## src/rtl/bsmac_pkg.sv

```systemverilog
package bsmac_pkg;
    localparam int A_W      = 8;
    localparam int MAX_PREC = 8;
    localparam int ACC_W    = 24;
    localparam int LEN_W    = 8;
    localparam int PREC_W   = $clog2(MAX_PREC + 1);
    localparam int PART_W   = 2 * A_W;

    typedef enum logic { TERM_ADD = 1'b0, TERM_SUB = 1'b1 } term_op_e;

    typedef struct packed {
        logic [PREC_W-1:0] prec;
        logic [LEN_W-1:0]  len;
        logic              sgn;
    } run_cfg_t;

    function automatic logic [PREC_W-1:0] fit_prec(input logic [PREC_W-1:0] p);
        if (p == '0)
            return PREC_W'(1);
        else if (p > PREC_W'(MAX_PREC))
            return PREC_W'(MAX_PREC);
        else
            return p;
    endfunction

    function automatic logic [LEN_W-1:0] fit_len(input logic [LEN_W-1:0] n);
        return (n == '0) ? LEN_W'(1) : n;
    endfunction

    function automatic logic [PART_W-1:0] widen_op(input logic [A_W-1:0] a, input logic sgn);
        if (sgn)
            return {{(PART_W-A_W){a[A_W-1]}}, a};
        else
            return {{(PART_W-A_W){1'b0}}, a};
    endfunction
endpackage

```

## src/rtl/bsmac_ctrl.sv

```systemverilog
module bsmac_ctrl
    import bsmac_pkg::*;
(
    input  logic              clk,
    input  logic              rst,
    input  logic              clear,
    input  logic              start,
    input  logic [PREC_W-1:0] prec_in,
    input  logic              sign_mode,
    input  logic [LEN_W-1:0]  elem_cnt_in,
    input  logic              ser_valid,
    output logic              step,
    output logic              lead_bit,
    output logic              prod_end,
    output logic              sgn,
    output logic              busy,
    output logic              done
);
    run_cfg_t          cfg_q;
    logic [PREC_W-1:0] bit_q;
    logic [LEN_W-1:0]  elem_q;
    logic              busy_q;
    logic              done_q;
    logic              last_bit;
    logic              last_elem;

    assign step      = busy_q && ser_valid;
    assign last_bit  = (bit_q == cfg_q.prec - PREC_W'(1));
    assign last_elem = (elem_q == cfg_q.len - LEN_W'(1));
    assign lead_bit  = (bit_q == '0);
    assign prod_end  = step && last_bit;
    assign sgn       = cfg_q.sgn;
    assign busy      = busy_q;
    assign done      = done_q;

    always_ff @(posedge clk) begin
        if (rst) begin
            cfg_q  <= '{prec: PREC_W'(1), len: LEN_W'(1), sgn: 1'b0};
            bit_q  <= '0;
            elem_q <= '0;
            busy_q <= 1'b0;
            done_q <= 1'b0;
        end else begin
            done_q <= 1'b0;
            if (clear) begin
                busy_q <= 1'b0;
                bit_q  <= '0;
                elem_q <= '0;
            end else if (start) begin
                cfg_q.prec <= fit_prec(prec_in);
                cfg_q.len  <= fit_len(elem_cnt_in);
                cfg_q.sgn  <= sign_mode;
                bit_q      <= '0;
                elem_q     <= '0;
                busy_q     <= 1'b1;
            end else if (step) begin
                if (last_bit) begin
                    bit_q <= '0;
                    if (last_elem) begin
                        busy_q <= 1'b0;
                        done_q <= 1'b1;
                    end else begin
                        elem_q <= elem_q + LEN_W'(1);
                    end
                end else begin
                    bit_q <= bit_q + PREC_W'(1);
                end
            end
        end
    end
endmodule

```

## src/rtl/bsmac_datapath.sv

```systemverilog
module bsmac_datapath
    import bsmac_pkg::*;
(
    input  logic             clk,
    input  logic             rst,
    input  logic             clear,
    input  logic             start,
    input  logic             step,
    input  logic             lead_bit,
    input  logic             prod_end,
    input  logic             sgn,
    input  logic [A_W-1:0]   par_op,
    input  logic             ser_bit,
    output logic [ACC_W-1:0] acc
);
    logic [PART_W-1:0] part_q;
    logic [PART_W-1:0] part_nx;
    logic [PART_W-1:0] term;
    logic [PART_W-1:0] doubled;
    logic [ACC_W-1:0]  part_wide;
    logic [ACC_W-1:0]  acc_q;
    term_op_e          op;

    always_comb begin
        term    = ser_bit ? widen_op(par_op, sgn) : '0;
        op      = (sgn && lead_bit) ? TERM_SUB : TERM_ADD;
        doubled = {part_q[PART_W-2:0], 1'b0};
        if (op == TERM_SUB)
            part_nx = doubled - term;
        else
            part_nx = doubled + term;
        if (sgn)
            part_wide = {{(ACC_W-PART_W){part_nx[PART_W-1]}}, part_nx};
        else
            part_wide = {{(ACC_W-PART_W){1'b0}}, part_nx};
    end

    always_ff @(posedge clk) begin
        if (rst || clear || start) begin
            part_q <= '0;
            acc_q  <= '0;
        end else if (step) begin
            if (prod_end) begin
                part_q <= '0;
                acc_q  <= acc_q + part_wide;
            end else begin
                part_q <= part_nx;
            end
        end
    end

    assign acc = acc_q;
endmodule

```

## src/rtl/bsmac_lane.sv

```systemverilog
module bsmac_lane
    import bsmac_pkg::*;
(
    input  logic              clk,
    input  logic              rst,
    input  logic              clear,
    input  logic              start,
    input  logic [PREC_W-1:0] prec_in,
    input  logic              sign_mode,
    input  logic [LEN_W-1:0]  elem_cnt_in,
    input  logic [A_W-1:0]    par_op,
    input  logic              ser_bit,
    input  logic              ser_valid,
    output logic [ACC_W-1:0]  acc_out,
    output logic              done
);
    logic step_w;
    logic lead_w;
    logic pend_w;
    logic sgn_w;
    logic busy_w;

    bsmac_ctrl u_ctrl (
        .clk         (clk),
        .rst         (rst),
        .clear       (clear),
        .start       (start),
        .prec_in     (prec_in),
        .sign_mode   (sign_mode),
        .elem_cnt_in (elem_cnt_in),
        .ser_valid   (ser_valid),
        .step        (step_w),
        .lead_bit    (lead_w),
        .prod_end    (pend_w),
        .sgn         (sgn_w),
        .busy        (busy_w),
        .done        (done)
    );

    bsmac_datapath u_dp (
        .clk      (clk),
        .rst      (rst),
        .clear    (clear),
        .start    (start),
        .step     (step_w),
        .lead_bit (lead_w),
        .prod_end (pend_w),
        .sgn      (sgn_w),
        .par_op   (par_op),
        .ser_bit  (ser_bit),
        .acc      (acc_out)
    );
endmodule

```

## config.mk

```make
export PLATFORM = sky130hd
export DESIGN_NAME = bsmac_lane
export DESIGN_NICKNAME = d
export VERILOG_FILES = /design/src/rtl/bsmac_pkg.sv /design/src/rtl/bsmac_ctrl.sv /design/src/rtl/bsmac_datapath.sv /design/src/rtl/bsmac_lane.sv
export SDC_FILE = /design/constraint.sdc
export NUM_CORES = 1
export LEC_CHECK = 0
export CAP_MARGIN = 20
export CORE_ASPECT_RATIO = 0.8
export CORE_MARGIN = 1
export CORE_UTILIZATION = 34
export DETAILED_ROUTE_END_ITERATION = 16
export DONT_BUFFER_PORTS = 1
export GPL_TIMING_DRIVEN = 0
export HOLD_SLACK_MARGIN = 0.02
export SLEW_MARGIN = 30
export SYNTH_ARGS = -nofsm -noshare
export SYNTH_HDL_FRONTEND = slang
export SYNTH_HIERARCHICAL = 1
export SYNTH_SLANG_ARGS = --single-unit
```

## constraint.sdc

```tcl
create_clock -name clk -period 10.55 [get_ports clk]
set_clock_uncertainty 0.05 [all_clocks]
set_input_delay 0.5275 -clock clk [delete_from_list [all_inputs] [get_ports clk]]
set_output_delay 0.5275 -clock clk [all_outputs]
set_load 0.02 [all_outputs]
```

Word-level counts from Yosys, hierarchy flattened
Cells that the tools add are included.
{ "totals": {"output_inout_bits": 25, "latchBits": 0, "in_bits": 27, "mem_bits_rw": 0, "regBits": 66, "mem_bits_ro": 0, "memories": 0} }
{ "op_classes": {"addsub": 7, "bitwise_logic": 4, "mux": 15, "n_reduce_logical": 18, "n_lt_le_gt_ge": 1, "n_eq_ne": 2, "shift": 0, "mul": 0, "div_mod_pow": 0} }
{ "op_table": {"columns": ["op", "count"], "rows": [
  ["$mux W16", 3],
  ["$add A24 B24 Y24", 1],
  ["$mux W24", 1],
  ["$add A16 B16 Y16", 1],
  ["$sub A16 B16 Y16", 1],
  ["$mux W15", 1],
  ["$mux W4", 3],
  ["$add A8 B1 Y8 const B", 1],
  ["$eq A8 B8 Y1", 1],
  ["$logic_not A4 Y1", 2],
  ["$logic_not A8 Y1", 1],
  ["$mux W8", 1],
  ["$sub A8 B1 Y8 const B", 1],
  ["$mux W1", 6],
  ["$reduce_and A3 Y1", 2],
  ["$reduce_bool A2 Y1", 3],
  ["$reduce_or A5 Y1", 1],
  ["$add A4 B1 Y4 const B", 1],
  ["$eq A4 B4 Y1", 1],
  ["$gt A4 B4 Y1 const B", 1],
  ["$not A1 Y1", 4],
  ["$reduce_and A2 Y1", 2],
  ["$sub A4 B1 Y4 const B", 1],
  ["$logic_and A1 B1 Y1", 3],
  ["other kinds (3)", 4]
]} }

Depth between registers and ports, before layout
{ "depth": {"ltp_word": 6, "mapped_depth": 23, "depth_no_buf": 22} }

Modules after synthesis
Netlist, hierarchy kept.
{ "by_module_without_submodules": {"columns": ["mod", "seq_area_each_um2", "cells_per_inst", "instances", "area_each_um2"], "rows": [
  ["bsmac_datapath", 780.7, 498, 1, 3892.5],
  ["bsmac_ctrl", 540.5, 184, 1, 1515.2]
]} }

Worst setup path after synthesis
No wires, ideal clock.
{ "synth_path": {"path_kind": "input to register", "startpoint": "input ser_bit", "endpoint": "register u_dp.acc_q[17] (netlist: u_dp/acc[17])", "slack_ns": 5.750, "n_path_buf": 1, "arrival_time_ns": 4.681, "cell_stages": 20, "required_time_ns": 10.431, "cell_sequence": "buf_6 nand2_1 inv_1 nand2_1 inv_1 ha_1 or3_1 a2111oi_0 nor2_1 a221oi_1 xor2_1 nand2_1 o21ai_0 ha_1 and3_1 a2111oi_2 inv_1 a211o_1 a2111o_1 o21ai_1"} }
{ "synth_via": {"elab_chain_len": 5, "word_cells_on_any_way": 6, "classes_between": "3 x add/sub; 3 x mux"} }
{ "synth_lines": {"columns": ["element", "line", "source"], "rows": [
  ["from (decl)", "bsmac_lane.sv:12", "input logic ser_bit,"],
  ["$mux W16 *", "bsmac_datapath.sv:25", "term = ser_bit ? widen_op(par_op, sgn) : '0;"],
  ["$add A16 B16 Y16 / $sub A16 B16 Y16 (equally long branches)", "bsmac_datapath.sv:31, bsmac_datapath.sv:29", null],
  ["$mux W16 *", "bsmac_datapath.sv:28", "if (op == TERM_SUB)"],
  ["$mux W24 *", "bsmac_datapath.sv:32", "if (sgn)"],
  ["$add A24 B24 Y24 *", "bsmac_datapath.sv:45", "acc_q <= acc_q + part_wide;"],
  ["to (signal assigned)", "bsmac_datapath.sv:45", null],
  ["to (decl)", "bsmac_datapath.sv:21", "logic [ACC_W-1:0] acc_q;"]
]} }
Every way passes the cells marked *; elsewhere a longest branch is shown, timed or not.
A chain may end at the register's enable or synchronous reset.

Worst setup path in the final report
Same ends and word-level chain as after synthesis.

==> impl_metrics.json <==
{
  "internal_power_mw": 0.4473,
  "startpoint_type": "input pin",
  "grt_pass1_vias": 4178,
  "min_path_type": "input pin to flip-flop",
  "nets": 778,
  "synth_edf_count": 0,
  "grt_setup_unrepaired": "false",
  "clk_pin_slew_worst_paths_ns": 0.06,
  "die_w_um": 143,
  "antenna_found_initial": 0,
  "synth_cell_types": 76,
  "period_minus_slack_ns": 5.522,
  "ys_ff_latch": 66,
  "drt_iter0_drc": 196,
  "cp_slowest_stage_delay_ns": 0.54,
  "fmax_ghz": 0.1811,
  "ctsResizeCount": 0,
  "cp_num_buf_inv": 4,
  "grt-ovfl-total": 0,
  "hold_buffers": 0,
  "initial_utilization_pct": 35.43,
  "pwr-share-seq_pct": 41.8,
  "critPathTopFamily": "compound AO/OA/AOI/OAI gates",
  "yosysSeqAreaShare_pct": 24.43,
  "dp_hpwl_mm": 9.991,
  "clkPwrFrac_pct": 45.1,
  "worst-setup-path-type": "input pin to flip-flop",
  "root_buffer": "clkbuf_16",
  "p_sw_mw": 0.1638,
  "post-route-drc-count": 0,
  "firstDrtPassIters": 6,
  "postPlaceCellArea_sq_um": 5675,
  "fp.dieArea_sq_um": 16420,
  "comb_power_share_pct": 13.0,
  "leakage_nw": 2.411,
  "synth_fa_ha_area_share_pct": 13.84,
  "status": "finished, final reports clean",
  "synth_xor_area_share_pct": 8.422,
  "grt_start_max_net_pins": 12,
  "cp_max_fo": 11,
  "synth_area_per_cell_sq_um": 7.929,
  "htreeDepth": 3,
  "core_area_sq_um": 15260,
  "num_vias": 4760,
  "final_common_cell": "nand2_1",
  "syn-num-nets": 767,
  "max-slew-margin-rel_pct": 45.84,
  "drv_cap": 0,
  "design_area_sq_um": 5948,
  "vias_per_cell": 5.242,
  "drive_gt1_share_pct": 9.312,
  "synth_mux_area_share_pct": 1.296,
  "die_height_um": 114.8,
  "netSwitchingFraction_pct": 26.81,
  "ioPinCount": 52,
  "n_antenna_cell": 0,
  "grt_pass1_wl_mm": 21.16,
  "syn_area_sq_um": 5408,
  "routed_wl_mm": 13.02,
  "tritoncts": "yes",
  "synthArstFlopShare_pct": 0,
  "cp_data_required_time_ns": 10.77,
  "grt_usage_pct": 16.45,
  "place.gp.congestion": 0.8997,
  "path_cells": "buf_6, nand2_1, inv_1, nand2_1, inv_1, ha_1, or3_1, a2111oi_0, nor2_1, a221oi_1, xor2_1, nand2_1, o21ai_0, ha_1, and3_1, a2111oi_2, inv_1, a211o_1, a2111o_1, o21ai_1",
  "synth_compound_area_share_pct": 25.10,
  "critPathSlowestCell": "a2111oi_2",
  "cts_buffers": 9,
  "ant_nets": 0,
  "ir_drop_mv": 0.07162,
  "slew_violations": 0,
  "crit_path_end_kind": "flip-flop",
  "yosysWarningCount": 6,
  "tightest_slew_ns": 0.8075,
  "synth_top_family_by_area": "compound AO/OA/AOI/OAI gates",
  "arrival_ns": 5.75,
  "layout_common_cells": "nand2_1, dfxtp_1, a21oi_1, nor2_1, ha_1",
  "wl_per_cell_um": 14.33,
  "synth_cells": 682,
  "cts_setup_buffers": 0,
  "clockBufferDepth": 2,
  "syn_to_final_growth_pct": 9.995,
  "core.rowCount": 40,
  "yosys.area_share.simple_pct": 22.56,
  "hold_viol": 0,
  "setup_viol_count_final": 0,
  "fillerInstances": 1610,
  "clock_latency_ns": 0.34,
  "port_buffers": 0,
  "clock-sinks": 66,
  "powerDensity_nw_per_um2": 102.7,
  "ys.flop_type": "dfxtp_1",
  "finalSetupTns_ns": 0,
  "period_share_pct": 52.34
}
==> cell type report <==
cell class	instances	area [sq um]	share of cell area (%)
sequential	66	1321	22.21
tap	210	262.8	4.417
clock buffer	11	242.7	4.081
multi-input combinational	562	3856	64.83
buffer	23	117.6	1.977
inverter	31	117.6	1.977
clock inverter	5	30.03	0.5048
==> cell families (layout without fill, tap and decap cells) <==
family | count (synthesis) | in the layout
flip-flops | 66 | 66
adder cells (fa/ha/maj) | 58 | 58
buffers and inverters | 54 | 70
AO/OA/AOI/OAI | 197 | 197
multiplexers | 7 | 7
XOR/XNOR | 52 | 52
AND/OR/NAND/NOR | 248 | 248
==> sequential cells by signal, summed over array words and instances (netlist names) <==
register / count
u_ctrl/elem_q: 8
u_ctrl/bit_q: 4
u_dp/part_q: 15
u_ctrl/done: 1
u_dp/acc: 24
u_ctrl/sgn: 1
u_ctrl/busy: 1
u_ctrl/cfg_q: 12
==> worst reg2reg max path, stage by stage, from the launching register on <==
cell and delay, ns:
dfxtp_1 0.38, nand2_1 0.37, inv_1 0.28, ha_1 0.30
or3_1 0.38, a2111oi_0 0.40, nor2_1 0.16, a221oi_1 0.32
xor2_1 0.22, nand2_1 0.10, o21ai_0 0.17, ha_1 0.37
and3_1 0.21, a2111oi_2 0.54, inv_1 0.20, a211o_1 0.32
a2111o_1 0.41, o21ai_1 0.07
==> metal layers <==
metal | GRT usage [%] | up-vias | routed length (um)
li1 | - | 2491 | -
met1 | 24.20 | 2161 | 6976
met2 | 23.19 | 89 | 5240
met3 | 3.540 | 19 | 599
met4 | 6.022 | 0 | 199
met5 | 0 | - | 0
==> stage by stage <==
step	util [%]	hold slack (ns)	total power, mW	instances	setup WS [ns]
after floorplan	-	0.3928	0.3231	682	5.750
after global placement	37.15	0.4170	0.3394	892	4.797
after detailed placement	37.18	0.4168	0.3392	892	4.832
after CTS	38.97	0.1914	0.6207	908	5.142
after global routing	38.97	0.2022	0.6363	908	4.631
final	38.97	0.2089	0.6111	908	5.028
==> cell usage after synthesis (all sizes together) (7+ instances only) <==
cell	n	area share (%)
nand3	10	0.93
a22oi	14	1.9
o21ai	33	3.2
or3	9	1.1
a21o	13	1.9
nand4	9	1.0
nand2b	13	1.6
a21oi	72	7.2
inv	30	2.1
o21bai	8	1.1
nor3	25	2.3
xnor2	32	5.2
nand3b	7	0.97
clkbuf	17	1.2
mux2i	7	1.3
dfxtp	66	24
a211oi	9	1.4
nand2	84	6.0
nor2	56	3.9
xor2	20	3.2
ha	55	13
==> power groups by stage <==
| stage | sequential, mW | combinational, mW | clock [mW] |
|---|---|---|---|
| final | 0.256 | 0.0797 | 0.276 |
| after global routing | 0.256 | 0.0889 | 0.292 |
| after CTS | 0.255 | 0.0792 | 0.286 |
| after detailed placement | 0.261 | 0.0782 | 0 |
| after global placement | 0.261 | 0.0785 | 0 |
| after floorplan | 0.260 | 0.0632 | 0 |
==> final timing paths <==
path                            startpoint                             to  slack [ns]  depth (start not counted)
max                                ser_bit      u_dp/acc[17]$_SDFFE_PP0P_        5.03                         20
min reg2reg  u_ctrl/cfg_q[12]$_SDFFE_PP0P_  u_ctrl/cfg_q[12]$_SDFFE_PP0P_        0.43                          2
max reg2reg        u_ctrl/sgn$_SDFFE_PP0P_      u_dp/acc[17]$_SDFFE_PP0P_        5.23                         17
min                                    rst  u_ctrl/cfg_q[12]$_SDFFE_PP0P_        0.21                          1
No activity file was read; power rests on OpenSTA's default activity.
